`config.mk`:
```
export PLATFORM = sky130hd
export DESIGN_NAME = split_alu
export DESIGN_NICKNAME = d
export VERILOG_FILES = /design/src/rtl/split_alu_pkg.sv /design/src/rtl/split_alu_shift.sv /design/src/rtl/split_alu_addseg.sv /design/src/rtl/split_alu.sv
export SDC_FILE = /design/constraint.sdc
export NUM_CORES = 1
export LEC_CHECK = 0
export BUFFER_PORTS_ARGS = -buffer_cell sky130_fd_sc_hd__buf_2
export CORE_MARGIN = 2
export CORE_UTILIZATION = 45
export CTS_BUF_LIST = sky130_fd_sc_hd__clkbuf_8
export CTS_CLUSTER_DIAMETER = 120
export DETAILED_ROUTE_END_ITERATION = 7
export GPL_TIMING_DRIVEN = 0
export PLACE_DENSITY = 0.65
export SETUP_SLACK_MARGIN = 0.02
export SKIP_LAST_GASP = 1
export SLEW_MARGIN = 20
export SYNTH_ARGS = -nofsm -noshare
export SYNTH_HDL_FRONTEND = slang
export SYNTH_SLANG_ARGS = --single-unit
```
`constraint.sdc`:
```
create_clock -name clk -period 11.1 [get_ports clk]
set_input_delay 2.22 -clock clk [delete_from_list [all_inputs] [get_ports clk]]
set_output_delay 2.22 -clock clk [all_outputs]
set_load 0.05 [all_outputs]
```
`src/rtl/split_alu_pkg.sv`:
```
// Shared opcode encoding for the split-mode ALU.
// Assumes a 3-bit opcode field; all eight codes are defined.
package split_alu_pkg;
    typedef enum logic [2:0] {
        OP_ADD  = 3'd0,
        OP_SUB  = 3'd1,
        OP_AND  = 3'd2,
        OP_OR   = 3'd3,
        OP_XOR  = 3'd4,
        OP_SHL  = 3'd5,
        OP_SHR  = 3'd6,
        OP_PASS = 3'd7
    } alu_op_e;
endpackage

```
`src/rtl/split_alu_shift.sv`:
```
// Logical shifter covering both widths: shifts the whole 2*HALF_W word, or each
// half independently when split is set. Zeros fill vacated positions.
// Assumes amt is small (a few bits); purely combinational.
module split_alu_shift #(
    parameter int HALF_W = 32,
    parameter int SH_W   = 2
) (
    input  logic [2*HALF_W-1:0] din,
    input  logic [SH_W-1:0]     amt,
    input  logic                left,
    input  logic                split,
    output logic [2*HALF_W-1:0] dout
);
    localparam int W = 2 * HALF_W;

    logic [W-1:0] full_sh;
    logic [W-1:0] part_sh;

    // Full-width shift
    assign full_sh = left ? (din << amt) : (din >> amt);

    // Per-half shifts, one per half
    for (genvar g = 0; g < 2; g++) begin : g_half
        logic [HALF_W-1:0] slice;
        assign slice = din[g*HALF_W +: HALF_W];
        assign part_sh[g*HALF_W +: HALF_W] = left ? (slice << amt) : (slice >> amt);
    end

    // Width select
    assign dout = split ? part_sh : full_sh;
endmodule

```
`src/rtl/split_alu_addseg.sv`:
```
// One half-width adder segment with explicit carry-in and carry-out.
// Assumes the caller handles operand inversion for subtraction.
module split_alu_addseg #(
    parameter int WIDTH = 32
) (
    input  logic [WIDTH-1:0] a,
    input  logic [WIDTH-1:0] b,
    input  logic             cin,
    output logic [WIDTH-1:0] sum,
    output logic             cout
);
    logic [WIDTH:0] wide;

    // Behavioural sum with carry
    assign wide = {1'b0, a} + {1'b0, b} + {{WIDTH{1'b0}}, cin};
    assign sum  = wide[WIDTH-1:0];
    assign cout = wide[WIDTH];
endmodule

```
`src/rtl/split_alu.sv`:
```
// Single-cycle integer ALU, one 2*HALF_W unit or two HALF_W units (split_mode).
// Operand A comes from opnd_a or from the registered result (lb_en). Operand B is
// inverted for subtraction. The output mux picks sum, logic, shift or pass.
// Assumes synchronous active-low reset; registers load only when in_valid.
module split_alu
    import split_alu_pkg::*;
#(
    parameter int HALF_W = 32,
    parameter int SH_W   = 2
) (
    input  logic                clk,
    input  logic                rst_n,
    input  logic                in_valid,
    input  logic [2:0]          op,
    input  logic                split_mode,
    input  logic                lb_en,
    input  logic [SH_W-1:0]     shamt,
    input  logic [2*HALF_W-1:0] opnd_a,
    input  logic [2*HALF_W-1:0] opnd_b,
    output logic [2*HALF_W-1:0] result,
    output logic                cout_lo,
    output logic                cout_hi
);
    localparam int W = 2 * HALF_W;

    alu_op_e      op_e;
    logic [W-1:0] res_q;
    logic         clo_q, chi_q;
    logic [W-1:0] opa, opb_eff, sum, shifted, nxt_res;
    logic         is_sub, nxt_clo, nxt_chi;
    logic [1:0]   seg_cin, seg_cout;

    assign op_e = alu_op_e'(op);

    // Operand A select: external or loopback
    assign opa = lb_en ? res_q : opnd_a;

    // Sign control on operand B
    assign is_sub  = (op_e == OP_SUB);
    assign opb_eff = is_sub ? ~opnd_b : opnd_b;

    // Carry-in per segment; upper takes lower carry only in full mode
    assign seg_cin[0] = is_sub;
    assign seg_cin[1] = split_mode ? is_sub : seg_cout[0];

    // Adder segments
    for (genvar g = 0; g < 2; g++) begin : g_seg
        split_alu_addseg #(.WIDTH(HALF_W)) seg_i (
            .a    (opa[g*HALF_W +: HALF_W]),
            .b    (opb_eff[g*HALF_W +: HALF_W]),
            .cin  (seg_cin[g]),
            .sum  (sum[g*HALF_W +: HALF_W]),
            .cout (seg_cout[g])
        );
    end

    // Shifter
    split_alu_shift #(.HALF_W(HALF_W), .SH_W(SH_W)) shift_i (
        .din   (opa),
        .amt   (shamt),
        .left  (op_e == OP_SHL),
        .split (split_mode),
        .dout  (shifted)
    );

    // Output mux and carry selection
    always_comb begin
        nxt_clo = 1'b0;
        nxt_chi = 1'b0;
        unique case (op_e)
            OP_ADD, OP_SUB: begin
                nxt_res = sum;
                nxt_clo = split_mode & seg_cout[0];
                nxt_chi = seg_cout[1];
            end
            OP_AND:         nxt_res = opa & opnd_b;
            OP_OR:          nxt_res = opa | opnd_b;
            OP_XOR:         nxt_res = opa ^ opnd_b;
            OP_SHL, OP_SHR: nxt_res = shifted;
            default:        nxt_res = opnd_b;
        endcase
    end

    // Result and carry registers
    always_ff @(posedge clk) begin
        if (!rst_n) begin
            res_q <= '0;
            clo_q <= 1'b0;
            chi_q <= 1'b0;
        end else if (in_valid) begin
            res_q <= nxt_res;
            clo_q <= nxt_clo;
            chi_q <= nxt_chi;
        end
    end

    assign result  = res_q;
    assign cout_lo = clo_q;
    assign cout_hi = chi_q;
endmodule

```
Word-level counts from Yosys, hierarchy flattened. Index checks and enable logic that the tools add are counted.

Add/subtract/negate cells: 4. Eq/ne operators: 6. Shift operators: 6. Multiplexer cells: 10. Bitwise operators: 5. Reductions and logical operators: 3.

Operators by type and width (number): one-hot mux 64 bit (5 select lines) (1); two-way mux 64 bit (4); adder 32 x 32 -> 33 bit (2); adder 33 x 1 -> 33 bit (2); bitwise AND 64 bit (1); two-way mux 32 bit (2); inverter 64 bit (1); OR 64 bit (1); << shifter 32 x 2 -> 32 bit (2); << shifter 64 x 2 -> 64 bit (1); >> shifter 32 x 2 -> 32 bit (2); >> shifter 64 x 2 -> 64 bit (1); XOR 64 bit (1); equality test 3 bit, second input constant (3); equality test 3 x 2 -> 1 bit, second input constant (2); OR reduction 2 bit (2); equality test 3 x 1 -> 1 bit, second input constant (1); logical NOT 3 bit (1); two-way mux 1 bit (3); bitwise AND 1 bit (1).

Register bits after elaboration: 66. Input bits: 138.

Depth between registers and ports, before layout.
Word-level depth: 7. Mapped depth: 28.

By module. A second synthesis with hierarchy kept.

Cell total of the unflattened synthesis: 1974. Area total of the unflattened synthesis: 15874.0 µm².

By module, submodules not included: split_alu (times used 1, cells an instance 1089, area an instance 8627.0 µm², sequential area each 1321.3 µm²); split_alu_shift (times used 1, cells an instance 391, area an instance 3636.0 µm², sequential area each 0.0 µm²); split_alu_addseg at g_seg[1].seg_i (times used 1, cells an instance 248, area an instance 1809.2 µm², sequential area each 0.0 µm²); split_alu_addseg at g_seg[0].seg_i (times used 1, cells an instance 246, area an instance 1801.7 µm², sequential area each 0.0 µm²).

Worst setup path before layout. Ideal clock, no wire load.

Path type: input -> register. Start point: in op[1]. End point: reg res_q[60] (netlist: result[60]). Library setup time: 63 ps. Arrival time: 7967 ps. Path slack: 3070 ps. Stages on the path: 27. Cell sequence: buf_6 > or3b_1 > clkbuf_1 > buf_1 > clkbuf_1 > xnor2_1 > ha_1 > clkbuf_1 > and4_1 > nand2b_1 > or2_0 > o22ai_1 > a211oi_1 > o31ai_1 > nand2_1 > a21oi_1 > a21oi_1 > fa_1 > fa_1 > inv_1 > a21oi_1 > o21ai_0 > a21oi_1 > o211ai_1 > a31oi_1 > or4_1 > nand3_1.

Cells in the longest elaborated chain, start to end: 7. Elaborated cells on any way between the ends: 19. Those cells by class: add/sub: 4; eq/ne: 6; mux: 6; reduce/logical: 3.

RTL lines: start, declared (line split_alu.sv:14) `input logic [2:0] op,`; equality test 3 x 1 -> 1 bit (line split_alu.sv:39, split_alu.sv:70); two-way mux 64 bit (line split_alu.sv:40) `assign opb_eff = is_sub ? ~opnd_b : opnd_b;`; adder 32 x 32 -> 33 bit (line split_alu_addseg.sv:15) `assign wide = {1'b0, a} + {1'b0, b} + {{WIDTH{1'b0}}, cin};`; adder 33 x 1 -> 33 bit (line split_alu_addseg.sv:15); two-way mux 1 bit (line split_alu.sv:44) `assign seg_cin[1] = split_mode ? is_sub : seg_cout[0];`; adder 33 x 1 -> 33 bit (line split_alu_addseg.sv:15); one-hot mux 64 bit (5 select lines) * (line split_alu.sv:70) `unique case (op_e)`; end signal, assigned (line split_alu.sv:91) `res_q <= nxt_res;`; end, declared (line split_alu.sv:27) `logic [W-1:0] res_q;`.

Every way passes the cells marked *; elsewhere a longest branch is shown, timed or not. A chain may end at the register's enable or synchronous reset.

Worst setup path in the final report.
Start point: in op[0]. End point: reg chi_q (netlist: cout_hi).

Cells in the longest elaborated chain, start to end: 7. Elaborated cells on any way between the ends: 10. Those cells by class: add/sub: 4; eq/ne: 1; mux: 3; reduce/logical: 2.

RTL lines: equality test 3 x 1 -> 1 bit (line split_alu.sv:39, split_alu.sv:70); two-way mux 64 bit (line split_alu.sv:40); adder 32 x 32 -> 33 bit (line split_alu_addseg.sv:15); adder 33 x 1 -> 33 bit (line split_alu_addseg.sv:15); two-way mux 1 bit (line split_alu.sv:44); adder 33 x 1 -> 33 bit (line split_alu_addseg.sv:15); two-way mux 1 bit * (line split_alu.sv:70); end signal, assigned (line split_alu.sv:93) `chi_q <= nxt_chi;`; end, declared (line split_alu.sv:28) `logic clo_q, chi_q;`.

Marks and branches as above.

==> results.cfg <==
[status]
status = finished with violations
violations = DRC

[critical_path]
worstPathRequired_ns = 11.45
reg2reg_setup_slack_ns = 3.38
timing.rr.start = result[5]
worstRegToRegCells = 23
criticalPathCategory = input pin to flop
cp-start-kind = input pin
r2r_end = cout_hi
cp-end-kind = flop
crit_path_max_fanout = 10
worstPathArrival_ns = 11.28

[detailed_routing]
drt_wl_total_um = 82200
firstDrtPassIters = 8
dr_total_vias = 18500
ant_nets = 0
wl_per_cell_um = 31.3
drt-vias-per-instance = 7.02
drc = 5
drt_iter0_drc = 3313

[floorplan]
die_area_mm2 = 0.0326
coreArea_mm2 = 0.0307
start_util_pct = 45.7
row_count = 64
fp.dieW_um = 181
fp.dieH_um = 181
ios = 204

[cts]
post-cts-setup-buffers = 0
clk-insertion-delay-late_ns = 0.45
cts_num_sinks = 66
cts.path.max_buffers = 2
cts_resized = 0
hold_buffers = 0
root_buffer = clkbuf_8
clk_pin_slew_ns = 0.10
h-tree-depth = 3
cts_tree = yes
cts_buffers = 9

[min_path]
hold-path-endpoint = result[53]
hold_depth = 2
hold_start = result[53]
hold_path.class = flop to flop

[synthesis]
seq_area_frac_synth_pct = 9.42
yosysWarnings = 0
syn_nets = 2349
ys_seq_elements = 66
async_flop_share_pct = 0
synth_edf_count = 0
synth_ff_type = dfxtp_1
syn_area_per_cell_um2 = 6.95
syn_inst = 2018
syn-cell-area_mm2 = 0.0140
yosysUniqueCellTypes = 77

[pwr]
pwr_density_cell_mw_per_mm2 = 99.0
ir_drop_v = 0.0000610
power_leakage_nw = 7.36

[sta]
worst_pin_slew_ns = 1.36
fin_crit_sh_pct = 98.5
rsz0062_at_grt = false
post-route-min-period_ns = 10.93
setup-tns-final_ns = 0
fin_skew_ns = 0.0185
report.final.slew_viol_count = 0
max_freq_mhz = 91.5
setup_viol = 0
hold_violations = 0
slew_headroom_pct = 9.66

[global_routing]
grt_pass1_vias = 17200
grt_start_max_net_pins = 11
grt.busiest_layer = met2
grt_overflow = 0
met2_usage_pct = 68.6
antenna_found_initial = 1
grt_usage_pct = 48.4
grtUsageMet3_pct = 17.7
grt_pass1_wl_um = 116000
grtUsageMet1_pct = 61.0

[cells_and_area]
final.fill_count = 3190
fin_nets = 2559
final_common_cell = a21oi_1
area_delta_synth_final_pct = 11.9
final_cell_mix = 278 x a21oi_1, 204 x buf_2, 190 x ha_1, 181 x nand2_1, 156 x inv_1
layout-drive-gt1-share_pct = 11.0
fin_cells = 2630

[placed_design]
dp_hpwl_um = 60700
port_buffers = 198
place_inst = 2613
gp_congestion = 1.11

[run]
max_cap_violations = 0
[layout make-up]
class	count	area [um2]	share of cell area (%)
multi-input combinational	1643	11500	73.5
sequential	66	1320	8.42
timing repair buffer	199	998	6.36
buffer	156	616	3.92
inverter	153	574	3.66
tap	396	495	3.16
clock buffer	10	138	0.877
clock inverter	4	15.0	0.0957
antenna	3	7.51	0.0478
[critical path, stage by stage]
cell	delay, ns
buf_2	0.16
or3b_1	0.45
clkbuf_1	0.21
clkdlybuf4s15_1	0.71
clkbuf_2	0.55
o21ai_0	0.54
fa_1	0.35
a211oi_1	0.11
o21ai_0	0.38
o21ai_0	0.36
nand2b_1	0.31
a211oi_1	0.17
o31ai_1	0.46
nand2_1	0.11
a21oi_1	0.27
a21oi_1	0.23
fa_1	0.55
fa_1	0.48
inv_1	0.07
a21oi_1	0.10
o21ai_0	0.57
a21oi_1	0.34
o211ai_1	0.68
a31oi_1	0.18
o21bai_1	0.31
a2111oi_0	0.12
o31ai_1	0.22
[registers in the layout, summed over array words and instances (netlist names)]
name,flops
cout_hi,1
result,64
cout_lo,1
[through the flow]
step	utilization, %	hold WS [ns]	area (um2)	power (mW)	worst slack [ns]
after floorplan	-	0.665	14000	0.966	3.07
after global placement	50.6	0.434	15500	1.28	0.180
after detailed placement	50.6	0.443	15500	1.29	0.164
after CTS	51.1	0.460	15700	1.50	0.592
after global routing	51.1	0.491	15700	1.62	0.0503
final	51.2	0.462	15700	1.55	0.171
[Yosys cell counts (33+ instances only)]
| cell type | instances | area (um2) |
|---|---|---|
| nor2_1 | 126 | 473 |
| dfxtp_1 | 66 | 1320 |
| xnor2_1 | 89 | 780 |
| a222oi_1 | 38 | 380 |
| inv_1 | 152 | 571 |
| a211oi_1 | 51 | 383 |
| nand3_1 | 68 | 340 |
| a311oi_1 | 34 | 298 |
| clkbuf_1 | 132 | 495 |
| mux2i_1 | 66 | 661 |
| a31oi_1 | 33 | 206 |
| a21oi_1 | 278 | 1390 |
| ha_1 | 190 | 2380 |
| nand2_1 | 181 | 679 |
| o21ai_0 | 142 | 711 |
| o211ai_1 | 54 | 405 |
[power breakdown]
part	internal (mW)	switching, mW	leakage [nW]
Clock	0.0816	0.127	0.0932
Combinational	0.342	0.725	6.72
Sequential	0.260	0.0187	0.543
Total	0.683	0.871	7.36
[kinds of logic (layout without fill, tap and decap cells)]
group / Yosys count / in the layout / synth area share, %
AO/OA/AOI/OAI: 781 / 781 / 35.9
XOR/XNOR: 111 / 111 / 6.93
multiplexers: 81 / 81 / 6.58
other: 0 / 3 / 0
adder cells (fa/ha/maj): 193 / 193 / 17.4
buffers and inverters: 309 / 522 / 8.40
flip-flops: 66 / 66 / 9.42
AND/OR/NAND/NOR: 477 / 477 / 15.4
[per-layer routing]
metal | part of all wire [%] | up-vias
li1 | - | 7850
met1 | 39 | 8678
met2 | 39 | 1576
met3 | 14 | 345
met4 | 7.4 | 4
met5 | 0.24 | -
[worst max-delay path by stage]
| stage | start | end | cells past startpoint |
|---|---|---|---|
| final | op[0] | cout_hi | 27 |
| after global routing | op[0] | cout_hi | 27 |
| after CTS | op[0] | cout_hi | 27 |
| after detailed placement | op[0] | cout_hi | 27 |
| after global placement | op[0] | cout_hi | 27 |
| after floorplan | op[1] | result[60] | 27 |
No activity file was read; power rests on OpenSTA's default activity.
